==> src/rtl/pfd_lock_core.sv <==
module pfd_lock_core #(
  parameter int WIN_CYC  = 12,
  parameter int LOCK_RUN = 7
) (
  input  logic       clk,
  input  logic       rst_n,
  input  logic       ref_pulse,
  input  logic       div_pulse,
  input  logic [1:0] cur_sel,
  input  logic       pump_off,
  input  logic       cfg_load,
  output logic       up,
  output logic       dn,
  output logic [1:0] cur_code,
  output logic       locked
);
  localparam int EW = $clog2(WIN_CYC + 2);
  localparam int RW = $clog2(LOCK_RUN + 1);
  localparam logic [EW-1:0] WIN_L   = EW'(WIN_CYC);
  localparam logic [EW-1:0] ERR_SAT = EW'(WIN_CYC + 1);
  localparam logic [RW-1:0] RUN_L   = RW'(LOCK_RUN);
  localparam logic [RW-1:0] RUN_M1  = RW'(LOCK_RUN - 1);

  logic          up_q, dn_q, off_q, pend_q, pend_off, lock_q;
  logic [1:0]    cur_q, pend_cur;
  logic [EW-1:0] err_q;
  logic [RW-1:0] run_q;

  wire cmp_end = up_q & dn_q;
  wire idle    = ~up_q & ~dn_q;
  wire good    = err_q <= WIN_L;

  always_ff @(posedge clk or negedge rst_n) begin
    if (!rst_n) begin
      up_q  <= 1'b0;
      dn_q  <= 1'b0;
      err_q <= '0;
    end else begin
      up_q <= (up_q | ref_pulse) & ~cmp_end;
      dn_q <= (dn_q | div_pulse) & ~cmp_end;
      if (cmp_end)
        err_q <= '0;
      else if ((up_q ^ dn_q) && err_q != ERR_SAT)
        err_q <= err_q + 1'b1;
    end
  end

  always_ff @(posedge clk or negedge rst_n) begin
    if (!rst_n) begin
      pend_q   <= 1'b0;
      pend_cur <= 2'b00;
      pend_off <= 1'b1;
      cur_q    <= 2'b00;
      off_q    <= 1'b1;
    end else if (cfg_load) begin
      pend_q   <= 1'b1;
      pend_cur <= cur_sel;
      pend_off <= pump_off;
    end else if (pend_q && idle) begin
      pend_q <= 1'b0;
      cur_q  <= pend_cur;
      off_q  <= pend_off;
    end
  end

  always_ff @(posedge clk or negedge rst_n) begin
    if (!rst_n) begin
      run_q  <= '0;
      lock_q <= 1'b0;
    end else if (off_q) begin
      run_q  <= '0;
      lock_q <= 1'b0;
    end else if (cmp_end) begin
      if (good) begin
        if (run_q != RUN_L) run_q <= run_q + 1'b1;
        lock_q <= (run_q >= RUN_M1);
      end else begin
        run_q  <= '0;
        lock_q <= 1'b0;
      end
    end
  end

  assign up       = up_q & ~off_q;
  assign dn       = dn_q & ~off_q;
  assign cur_code = cur_q;
  assign locked   = lock_q & ~off_q;
endmodule

==> config.mk <==
export PLATFORM = sky130hd
export DESIGN_NAME = pfd_lock_core
export DESIGN_NICKNAME = d
export VERILOG_FILES = /design/src/rtl/pfd_lock_core.sv
export SDC_FILE = /design/constraint.sdc
export NUM_CORES = 1
export LEC_CHECK = 0
export ABC_AREA = 1
export BUFFER_PORTS_ARGS = -buffer_cell sky130_fd_sc_hd__buf_2
export CAP_MARGIN = 20
export CELL_PAD_IN_SITES_DETAIL_PLACEMENT = 1
export CELL_PAD_IN_SITES_GLOBAL_PLACEMENT = 2
export CORE_ASPECT_RATIO = 2
export CORE_MARGIN = 2
export CORE_UTILIZATION = 32
export DETAILED_ROUTE_END_ITERATION = 16
export PLACE_DENSITY = 0.79
export SYNTH_ARGS = -nofsm -noshare
export SYNTH_HDL_FRONTEND = slang
export SYNTH_SLANG_ARGS = --single-unit
==> constraint.sdc <==
create_clock -name clk -period 1.6 [get_ports clk]
set_clock_uncertainty 0.15 [all_clocks]
set_input_delay 0.32 -clock clk [delete_from_list [all_inputs] [get_ports clk]]
set_output_delay 0.32 -clock clk [all_outputs]
set_load 0.1 [all_outputs]
==> results.md <==
- Setup violations, final: 0
- Pwr per Cell Area: between 2000 and 2500 nW/um^2
- Slew Limit Fails: 0
- Yosys cell types: 17
- Die Ht: between 70 and 80 um
- Worst-path cell chain: nor2_2, buf_12
- Top Ports: 13
- Critical Setup Path Class: reg -> out
- Area growth syn-to-layout: 24.40%
- Syn. warnings: 0
- Post-Syn Instances: roughly 100
- Clock Tree Buf Depth: 2
- Crit share post-route: 98.69%
- Place WS: around 0.15 ns
- Gpl congestion: approximately 0.79
- Mean area per synthesized cell: between 8 and 9 um^2
- GRT Total Usage: between 10% and 20%
- RSZ-0062 raised after global routing: true
- First-pass DRT Iterations: 2
- Final hold vios: 0
- CTS sink count: 17
- Final WL: 1930 um
- Initial DRC Count: 10
- Peak per-stage delay on the critical path: roughly 0.61 ns
- Slew margin rel.: approximately 68%
- Die X: 41.23 um
- Fmax: 633.3 MHz
- H-tree levels: 1
- DP HPWL: around 1500 um
- Starting density of the core: around a third
- # DRC: 0
- Port bufs: 12
- CP endpoint kind: output port
- Worst VDD drop: around 0.84 mV
- Required @ worst endpoint: about 1.1 ns
- Vias in the first global route: 797
- Vias per cell: 4.748
- Static leakage: 0.0005905 uW
- Gr ovfl total: 0
- Gr busiest metal: met2
- CTS tree: done
- Commonest non-fill, non-tap cell in the layout: nand2_1
- Total core area: roughly 2700 um^2
- Layout net count: between 100 and 150
- Max Cap Viol: 0
- Die footprint: 3235 um^2
- Via count: 717
- Largest net degree at the start of global routing: 18
- Most frequent cells in the layout: nand2_1 (21), inv_1 (17), dfrtp_1 (15)
- Rows: 27
- Critical path arrival: 1.11 ns
- Hold WC Path Type: in -> reg
- Critical path peak fanout: 5
- ANT cells: 0
- Final min period: between 1.5 and 2 ns
- Worst-margin pin slew: between 0.4 and 0.5 ns
- Fin util: 40.83%
- Antenna-violating nets left: 0
- Critical Path Source Type: register
- Routed len/inst: approximately 13 um
- Fin worst setup slack: roughly 0.021 ns
- M1 GR Usage: around 16%
- Clock latency at the later pin of the worst-skew pair: between 0.2 and 0.3 ns
- Sequential-to-total area share from yosys stat: 48.24%
- First-pass GRT wire length: around 3300 um
- Share of cells above drive strength 1: a little under a quarter
- CTS buffer count: 3
- Flops & latches, synth: 17
- Clock slew at reported path FFs: roughly 0.060 ns
- Met2 Use GR: around a quarter
- Status: finished, final reports clean
- Initial antenna violation count: 0
- Post-Syn Area: ~890 um^2
- CTS root buf: clkbuf_8
- Slowest CP cell: dfstp_2
- Grt met3 use: under 10%
- Syn Nets: 120
worst max-delay path, delay by kind of cell (launching register included):
kind,cells,cell delay (ns)
DFF,1,0.61
and+or+nand+nor,1,0.08
buffers and inverters,1,0.16
routing by layer:
metal	up-vias	share of wire, %	wire length (um)
met2	11	57	1095
met3	5	2.5	48
met5	-	0	0
met4	0	2.8	55
li1	365	-	-
met1	336	38	730
final cells by class:
type | count | area (um^2)
fillers | 339 | 1599
flip-flops and latches | 17 | 427.9
multi-input cells | 67 | 396.6
repair buffers | 14 | 122.6
inverters | 20 | 75.07
clock buffers | 4 | 45.04
well taps | 29 | 36.28
power breakdown:
| group | switching (uW) | internal [uW] |
|---|---|---|
| logic | 960 | 457 |
| registers | 152 | 596 |
| clock network | 148 | 177 |
| total | 1260 | 1230 |
logic make-up (layout without fill, tap and decap cells):
| family | count (synthesis) | in the layout | synth area share [%] |
|---|---|---|---|
| adders and majority gates | 8 | 8 | 11.28 |
| xor gates and xnor gates | 1 | 1 | 0.9875 |
| AOI/OAI and AO/OA | 12 | 12 | 8.604 |
| buffers and inverters | 20 | 38 | 8.462 |
| DFF | 17 | 17 | 48.24 |
| and+or+nand+nor | 46 | 46 | 22.43 |
through the flow:
step	cell area [um^2]	cells	hold WS, ns	power [uW]	TNS [ns]
detailed placement	1026	145	0.1267	2156	0
finish	1104	151	0.1355	2489	0
global route	1104	151	0.1582	2716	-0.01142
CTS	1095	151	0.1336	2517	0
global placement	1026	145	0.1193	2113	0
floorplan	899.6	104	-0.1256	1775	-0.1531
final timing paths:
kind / from / to / slack (ns) / cells past startpoint
worst min-delay path: cur_sel[0] / pend_cur[0] / 0.14 / 3
max in group asynchronous: rst_n / off_q / 0.61 / 2
min in group asynchronous: rst_n / pend_cur[0] / 0.37 / 2
worst max-delay path: off_q / dn / 0.02 / 2
worst max register to register: off_q / run_q[0] / 0.15 / 6
worst min register to register: cur_code[0] / cur_code[0] / 0.34 / 2
sequential cells by signal, summed over array words and instances (netlist names):
register,flops
cur_code,2
dn_q,1
err_q,4
lock_q,1
off_q,1
pend_cur,2
pend_off,1
pend_q,1
run_q,3
up_q,1
synth_stat cells:
cell / n / area share [%]
ha_1: 8 / 11
inv_2: 3 / 1.3
nor2_1: 9 / 3.8
nand4_1: 3 / 2.1
o21ai_4: 1 / 1.8
o22ai_1: 1 / 0.71
o21ai_1: 1 / 0.56
nand3_1: 11 / 6.2
dfrtp_1: 15 / 42
a21oi_2: 1 / 0.99
o21ai_0: 8 / 4.5
nand2_1: 21 / 8.9
xor2_1: 1 / 0.99
dfstp_2: 2 / 5.9
inv_1: 17 / 7.2
or2_2: 1 / 0.71
nand2_2: 1 / 0.71
what timing repair did:
action                                 in CTS  in global routing
setup endpoints to repair                   2                  2
endpoints found under the hold margin      15                  0
resized for setup                           2                  2
hold buffers                                1                  0
buffers inserted                            1                  0
Note: power is estimated with default switching activity, not from simulation.
